===== config.mk =====
export PLATFORM = sky130hd
export DESIGN_NAME = dbg_entry_ctrl
export DESIGN_NICKNAME = d
export VERILOG_FILES = /design/src/rtl/dbg_entry_pkg.sv /design/src/rtl/dbgc_rst_sync.sv /design/src/rtl/dbgc_ctrl_reg.sv /design/src/rtl/dbgc_core_seq.sv /design/src/rtl/dbgc_status.sv /design/src/rtl/dbg_entry_ctrl.sv
export SDC_FILE = /design/constraint.sdc
export NUM_CORES = 1
export LEC_CHECK = 0
export ABC_AREA = 0
export BUFFER_PORTS_ARGS = -buffer_cell sky130_fd_sc_hd__buf_2
export CORE_ASPECT_RATIO = 1.2
export CORE_UTILIZATION = 33
export CTS_BUF_LIST = sky130_fd_sc_hd__clkbuf_16
export DETAILED_ROUTE_END_ITERATION = 10
export PLACE_DENSITY = 0.8
export REMOVE_ABC_BUFFERS = 1
export SETUP_SLACK_MARGIN = 0.2
export SYNTH_ARGS = -nofsm -noshare
export SYNTH_HDL_FRONTEND = slang
export SYNTH_SLANG_ARGS = --single-unit

===== constraint.sdc =====
create_clock -name clk_i -period 1.4 [get_ports clk_i]
set_input_delay 0.42 -clock clk_i [delete_from_list [all_inputs] [get_ports clk_i]]
set_output_delay 0.42 -clock clk_i [all_outputs]
set_load 0.02 [all_outputs]

===== src/rtl/dbg_entry_pkg.sv =====
package dbg_entry_pkg;
  localparam int unsigned CTRL_DREQ_BIT = 0;
  localparam int unsigned CTRL_WAKE_BIT = 1;
  localparam int unsigned CTRL_SWBE_BIT = 2;
  localparam int unsigned STAT_DBG_BIT  = 0;
  localparam int unsigned STAT_CLK_BIT  = 1;
  localparam logic        ADDR_CTRL     = 1'b0;
  localparam logic        ADDR_STAT     = 1'b1;

  typedef enum logic [1:0] {
    CORE_RST  = 2'd0,
    CORE_RUN  = 2'd1,
    CORE_HALT = 2'd2
  } core_st_e;
endpackage


===== src/rtl/dbgc_rst_sync.sv =====
module dbgc_rst_sync #(
  parameter int unsigned STAGES = 2
) (
  input  logic clk_i,
  input  logic arst_n_i,
  output logic rst_n_o
);
  logic [STAGES-1:0] sync_q;
  logic [STAGES-1:0] sync_d;

  always_comb begin
    sync_d = {sync_q[STAGES-2:0], 1'b1};
  end

  always_ff @(posedge clk_i or negedge arst_n_i) begin
    if (!arst_n_i) sync_q <= '0;
    else           sync_q <= sync_d;
  end

  assign rst_n_o = sync_q[STAGES-1];
endmodule


===== src/rtl/dbgc_ctrl_reg.sv =====
module dbgc_ctrl_reg
  import dbg_entry_pkg::*;
#(
  parameter int unsigned DATA_W = 32
) (
  input  logic              clk_i,
  input  logic              rst_n,
  input  logic              sess_en_i,
  input  logic              tap_tlr_i,
  input  logic              wr_en_i,
  input  logic [DATA_W-1:0] wdata_i,
  output logic [DATA_W-1:0] ctrl_o
);
  localparam logic [DATA_W-1:0] WMASK =
    DATA_W'((1 << CTRL_DREQ_BIT) | (1 << CTRL_WAKE_BIT) | (1 << CTRL_SWBE_BIT));

  logic [DATA_W-1:0] ctrl_q;
  logic [DATA_W-1:0] ctrl_d;
  logic              ctrl_en;

  always_comb begin
    ctrl_d  = ctrl_q;
    ctrl_en = 1'b0;
    if (tap_tlr_i || !sess_en_i) begin
      ctrl_en = 1'b1;
      ctrl_d  = '0;
    end else if (wr_en_i) begin
      ctrl_en = 1'b1;
      ctrl_d  = wdata_i & WMASK;
    end
  end

  always_ff @(posedge clk_i or negedge rst_n) begin
    if (!rst_n)       ctrl_q <= '0;
    else if (ctrl_en) ctrl_q <= ctrl_d;
  end

  assign ctrl_o = ctrl_q;
endmodule


===== src/rtl/dbgc_core_seq.sv =====
module dbgc_core_seq
  import dbg_entry_pkg::*;
(
  input  logic clk_i,
  input  logic rst_n,
  input  logic sys_rst_i,
  input  logic sess_en_i,
  input  logic dreq_i,
  input  logic swbe_i,
  input  logic swbp_i,
  input  logic go_i,
  output logic halt_o,
  output logic run_o
);
  core_st_e state_q;
  core_st_e state_d;
  logic     state_en;

  always_comb begin
    state_d = state_q;
    if (sys_rst_i) begin
      state_d = CORE_RST;
    end else begin
      case (state_q)
        CORE_RST:  state_d = dreq_i ? CORE_HALT : CORE_RUN;
        CORE_RUN:  if (dreq_i || (swbp_i && swbe_i)) state_d = CORE_HALT;
        CORE_HALT: if (!sess_en_i || (go_i && !dreq_i)) state_d = CORE_RUN;
        default:   state_d = CORE_RST;
      endcase
    end
    state_en = (state_d != state_q);
  end

  always_ff @(posedge clk_i or negedge rst_n) begin
    if (!rst_n)        state_q <= CORE_RST;
    else if (state_en) state_q <= state_d;
  end

  assign halt_o = (state_q == CORE_HALT);
  assign run_o  = (state_q == CORE_RUN) && !dreq_i && !sys_rst_i;
endmodule


===== src/rtl/dbgc_status.sv =====
module dbgc_status
  import dbg_entry_pkg::*;
#(
  parameter int unsigned DATA_W = 32
) (
  input  logic              clk_i,
  input  logic              rst_n,
  input  logic              halt_i,
  input  logic              clk_en_i,
  output logic [DATA_W-1:0] status_o
);
  logic dbg_q, dbg_d;
  logic clk_q, clk_d;

  always_comb begin
    dbg_d = halt_i;
    clk_d = clk_en_i;
  end

  always_ff @(posedge clk_i or negedge rst_n) begin
    if (!rst_n) begin
      dbg_q <= 1'b0;
      clk_q <= 1'b0;
    end else begin
      dbg_q <= dbg_d;
      clk_q <= clk_d;
    end
  end

  always_comb begin
    status_o               = '0;
    status_o[STAT_DBG_BIT] = dbg_q;
    status_o[STAT_CLK_BIT] = clk_q;
  end
endmodule


===== src/rtl/dbg_entry_ctrl.sv =====
module dbg_entry_ctrl
  import dbg_entry_pkg::*;
#(
  parameter int unsigned DATA_W    = 32,
  parameter int unsigned RST_SYNC  = 2
) (
  input  logic              clk_i,
  input  logic              por_n_i,
  input  logic              sys_rst_i,
  input  logic              sess_en_i,
  input  logic              tap_tlr_i,
  input  logic              acc_wr_i,
  input  logic              acc_addr_i,
  input  logic [DATA_W-1:0] acc_wdata_i,
  output logic [DATA_W-1:0] acc_rdata_o,
  input  logic              go_i,
  input  logic              swbp_i,
  input  logic              core_sleep_i,
  output logic              clk_en_o,
  output logic              halt_o,
  output logic              run_o
);
  logic              rst_n_s;
  logic [DATA_W-1:0] ctrl_q;
  logic [DATA_W-1:0] status;
  logic              wr_ctrl;

  dbgc_rst_sync #(.STAGES(RST_SYNC)) u_rst_sync (
    .clk_i    (clk_i),
    .arst_n_i (por_n_i),
    .rst_n_o  (rst_n_s)
  );

  assign wr_ctrl = acc_wr_i && (acc_addr_i == ADDR_CTRL);

  dbgc_ctrl_reg #(.DATA_W(DATA_W)) u_ctrl (
    .clk_i     (clk_i),
    .rst_n     (rst_n_s),
    .sess_en_i (sess_en_i),
    .tap_tlr_i (tap_tlr_i),
    .wr_en_i   (wr_ctrl),
    .wdata_i   (acc_wdata_i),
    .ctrl_o    (ctrl_q)
  );

  dbgc_core_seq u_seq (
    .clk_i     (clk_i),
    .rst_n     (rst_n_s),
    .sys_rst_i (sys_rst_i),
    .sess_en_i (sess_en_i),
    .dreq_i    (ctrl_q[CTRL_DREQ_BIT]),
    .swbe_i    (ctrl_q[CTRL_SWBE_BIT]),
    .swbp_i    (swbp_i),
    .go_i      (go_i),
    .halt_o    (halt_o),
    .run_o     (run_o)
  );

  assign clk_en_o = !core_sleep_i || ctrl_q[CTRL_WAKE_BIT];

  dbgc_status #(.DATA_W(DATA_W)) u_stat (
    .clk_i    (clk_i),
    .rst_n    (rst_n_s),
    .halt_i   (halt_o),
    .clk_en_i (clk_en_o),
    .status_o (status)
  );

  assign acc_rdata_o = (acc_addr_i == ADDR_STAT) ? status : ctrl_q;
endmodule


Word-level counts from Yosys, hierarchy flattened
Index checks and enable logic that the tools add are counted.

Add/sub/neg operators: 0. Multipliers: 0. Divide/modulo/power cells: 0. $lt $le $gt $ge: 0. Eq/ne operators: 3. Shift operators: 0. Muxes and demuxes: 10. Bitwise logic cells: 1. Reductions and logical operators: 16.

Operators with widths (number): $mux W32 (3); $mux W2 (4); $pmux W2 S3 (1); $logic_and A1 B1 Y1 (5); $logic_not A1 Y1 (4); $logic_or A1 B1 Y1 (4); $eq A2 B1 Y1 const B (1); $eq A2 B2 Y1 const B (1); $logic_not A2 Y1 (1); $mux W1 (2); $ne A2 B2 Y1 (1); $reduce_and A2 Y1 (1); $reduce_bool A2 Y1 (1); $not A1 Y1 (1).

Register bits after elaboration: 38. Latch bits: 0. RAM bits: 0. Bits in read-only memories: 0. Bits of input ports: 42. Output and inout bits: 35. Logic and storage cells: 35. Memories kept: 0.

Longest topological paths before layout
Word-level depth: 7. Depth in mapped cells: 4. Depth with buffers taken out: 4.

Hierarchy
Synthesis repeated with hierarchy kept, for this count alone.

Cells, all modules: 128. Area, all modules: 1367.6 um2.

By module, submodules not included: dbg_entry_ctrl (times used 1, cells an instance 38, area an instance 553.0 um2, seq. area each 0.0 um2); dbgc_ctrl_reg (times used 1, cells an instance 40, area an instance 344.1 um2, seq. area each 75.1 um2); dbgc_status (times used 1, cells an instance 35, area an instance 294.0 um2, seq. area each 50.0 um2); dbgc_core_seq (times used 1, cells an instance 12, area an instance 122.6 um2, seq. area each 50.0 um2); dbgc_rst_sync (times used 1, cells an instance 3, area an instance 53.8 um2, seq. area each 50.0 um2).

Worst setup path before layout
No wires, ideal clock.

Path kind: register to output. Start point: register u_ctrl.ctrl_q[0] (netlist: u_ctrl.ctrl_o[0]). End point: output port run_o. Arrival time: 1.183 ns. Path slack: -0.203 ns. Stages on the path, launching flop included: 2. Path buffers: 0. Cell sequence: dfrtp_1 nor4b_1.

Longest elaborated chain between the ends: 3.

Ends and longest elaborated chain: from (decl) (line dbgc_ctrl_reg.sv:17) `logic [DATA_W-1:0] ctrl_q;`; from (signal assigned) (line dbgc_ctrl_reg.sv:35) `else if (ctrl_en) ctrl_q <= ctrl_d;`; $logic_not A1 Y1 (line dbgc_core_seq.sv:40) `assign run_o = (state_q == CORE_RUN) && !dreq_i && !sys_rst_i;`; $logic_and A1 B1 Y1 (2 in series) (line dbgc_core_seq.sv:40); to (decl) (line dbg_entry_ctrl.sv:21) `output logic run_o`.

No other way between the ends.

Final worst setup path
Start point: register u_seq.state_q[1]. End point: output port run_o.

Longest elaborated chain between the ends: 3.

Ends and longest elaborated chain: from (decl) (line dbgc_core_seq.sv:15) `core_st_e state_q;`; from (signal assigned) (line dbgc_core_seq.sv:36) `else if (state_en) state_q <= state_d;`; $eq A2 B1 Y1 (line dbgc_core_seq.sv:40); $logic_and A1 B1 Y1 (2 in series) (line dbgc_core_seq.sv:40).

No other way between the ends.

==> results.json <==
{
  "status": "finished, violations left",
  "violations": "negative setup slack",
  "drcViolationCount": 0,
  "p_leak_nw": 0.437,
  "drv_cap": 0,
  "maxSlewViolCount": 0,
  "grt.total_usage_pct": 10.7,
  "layout-drive-gt1-share_pct": 36.0,
  "vdd_drop_max_mv": 0.781,
  "period_needed_ns": 1.49,
  "fp.dieArea_mm2": 0.00202,
  "ys_warn_count": 0,
  "cts.clk_slew.worst_paths_ns": 0.04,
  "hp-class": "reg -> async",
  "synth.area.top_cells": "dfrtp_1 (37%), buf_4 (36%), mux2i_1 (4.9%)",
  "fmax_mhz": 673,
  "num_rows": 16,
  "crit_path_start_kind": "flip-flop",
  "final.setup_skew_ns": 0.000221,
  "multi_input_area_um2": 290,
  "path_class": "reg -> out",
  "io_buffers": 18,
  "fin_nets": 132,
  "worst-path-max-fanout": 4,
  "area_delta_synth_final_pct": 30.9,
  "die_x_um": 41.1,
  "viasPerCell": 3.90,
  "synth_top_area_share_pct": 37.1,
  "power_density_mw_per_mm2": 1150,
  "p_comb_share_pct": 16.7,
  "boundaryPins": 77,
  "grt_first_pass_wirelength_um": 1420,
  "synthDistinctLibCells": 16,
  "clk_path_buf_depth": 2,
  "synth.ff_latch_count": 9,
  "nFillCells": 154,
  "synth_ff_type": "dfrtp_1",
  "grt.overflow.total": 0,
  "clk_latency_ns": 0.23,
  "dpl.hpwl_um": 742,
  "instances_no_fill": 107,
  "post-route-util_pct": 47.2,
  "gp_congestion": 0.766,
  "crit_arrival_ns": 1.07,
  "rsz0062_at_grt": "yes",
  "post_drt_wl_per_cell_um": 8.85,
  "register_area_um2": 225,
  "synth_top_area_cell": "dfrtp_1",
  "setup_viol": 5,
  "fin_ws_ns": -0.0861,
  "hold_viol_final": 0,
  "post-route-period-util_pct": 106,
  "numCtsBuffers": 3,
  "htree_num_levels": 1,
  "synth-seq-area-share_pct": 37.1,
  "p_seq_share_pct": 30.6,
  "grt_pass1_vias": 353,
  "core_mm2": 0.00168,
  "antennaDiodeCount": 0,
  "drt_iter0_drc": 7,
  "root_buffer": "clkbuf_16",
  "clock_sinks": 9,
  "grt_max_degree": 8,
  "avgSynthCellArea_um2": 9.63,
  "synthCells": 63,
  "dr.pass1.iters": 4,
  "p_clk_share_pct": 52.7,
  "start_util_pct": 36.1,
  "drtAntennaViolNets": 0,
  "die_y_um": 49.0,
  "wl_um": 947,
  "synthTopCellsByCount": "buf_4 (29), dfrtp_1 (9), nand2b_1 (4), nor2_1 (4), mux2i_1 (3)",
  "netlist_area_um2": 607,
  "cts_tree": "done",
  "crit_path_end_kind": "output pin",
  "synthArstFlopShare_pct": 100,
  "yosysMostFrequentCell": "buf_4",
  "switching_power_mw": 0.222,
  "p_int_mw": 0.691,
  "synth_edf_count": 0,
  "place_inst": 99,
  "cp_data_required_time_ns": 0.98,
  "p_sw_share_pct": 24.3,
  "antenna_found_initial": 0,
  "vias": 417
}
-- critical path, stage by stage, from the launching register on --
cell and delay [ns]:
dfrtp_1 0.40, nor4b_2 0.25, buf_4 0.18
-- layout make-up --
| type | instances | share of cell area, % |
|---|---|---|
| multi-input combinational | 51 | 36.5 |
| sequential | 9 | 28.3 |
| timing repair buffer | 23 | 21.4 |
| clock buffer | 3 | 9.45 |
| tap | 18 | 2.83 |
| inverter | 2 | 0.945 |
| clock inverter | 1 | 0.472 |
-- power groups by stage --
stage	Sequential, mW	Combinational, mW	Clock (mW)
2_1_floorplan	0.280	0.0989	0
3_3_place_gp	0.281	0.127	0
3_5_place_dp	0.283	0.129	0
4_1_cts	0.280	0.149	0.499
5_1_grt	0.281	0.169	0.514
6_report	0.279	0.153	0.481
-- logic make-up after synthesis --
logic type	share of synthesized area, %
other	1.24
DFF	37.1
muxes	8.66
buffers and inverters	37.1
and+or+nand+nor	11.5
AOI/OAI and AO/OA	4.33
-- final timing paths --
path / start / end / slack, ns / cells after the start
max: u_seq.state_q[1] / run_o / -0.09 / 2
min: u_rst_sync.sync_q[1] / u_seq.state_q[0] / 0.11 / 0
max reg2reg: u_ctrl.ctrl_o[0] / u_seq.state_q[1] / 0.32 / 4
min reg2reg: u_rst_sync.sync_q[1] / u_seq.state_q[0] / 0.11 / 0
max in group asynchronous: por_n_i / u_rst_sync.sync_q[1] / 0.79 / 2
min in group clk_i: u_rst_sync.sync_q[0] / u_rst_sync.sync_q[1] / 0.35 / 0
-- layout by cell type (no fill, tap or decap), drive strengths merged --
cell type / instances
mux2: 2
nor4b: 1
buf: 22
clkinv: 1
o32a: 1
o21ai: 1
a31oi: 1
clkbuf: 3
dlygate4sd3: 1
inv: 2
dfrtp: 9
nor2b: 3
nand2b: 4
conb: 30
a21oi: 1
mux2i: 3
nor2: 4
-- registers in the layout (all words and copies together) (netlist names) --
register,cells
u_stat.clk_q,1
u_stat.dbg_q,1
u_seq.state_q,2
u_ctrl.ctrl_o,3
u_rst_sync.sync_q,2
-- per-layer routing --
metal | wire [um] | vias up | track usage [%]
met5 | 0 | - | 0
met4 | 0 | 0 | 8.06
met2 | 529 | 33 | 16.9
li1 | - | 193 | -
met3 | 82 | 0 | 3.20
met1 | 336 | 191 | 10.8
-- what timing repair did --
action / CTS / global route
hold buffers: 1 / 0
resized for setup: 16 / 4
endpoints found under the setup margin: 6 / 6
cloned: 0 / 0
hold endpoints to repair: 2 / 0
buffers inserted: 2 / 1
pin swaps: 1 / 0
-- through the flow --
stage | worst slack (ns) | power, mW | area (um2) | hold slack (ns) | setup TNS (ns)
2_1_floorplan | -0.203 | 0.379 | 494 | 0.0815 | -0.203
4_1_cts | -0.0912 | 0.927 | 772 | 0.120 | -0.226
3_3_place_gp | -0.0463 | 0.409 | 614 | 0.106 | -0.125
3_5_place_dp | -0.0520 | 0.412 | 614 | 0.116 | -0.102
5_1_grt | -0.121 | 0.964 | 795 | 0.131 | -0.374
6_report | -0.0861 | 0.913 | 795 | 0.106 | -0.204
Note: power is estimated with default switching activity, not from simulation.
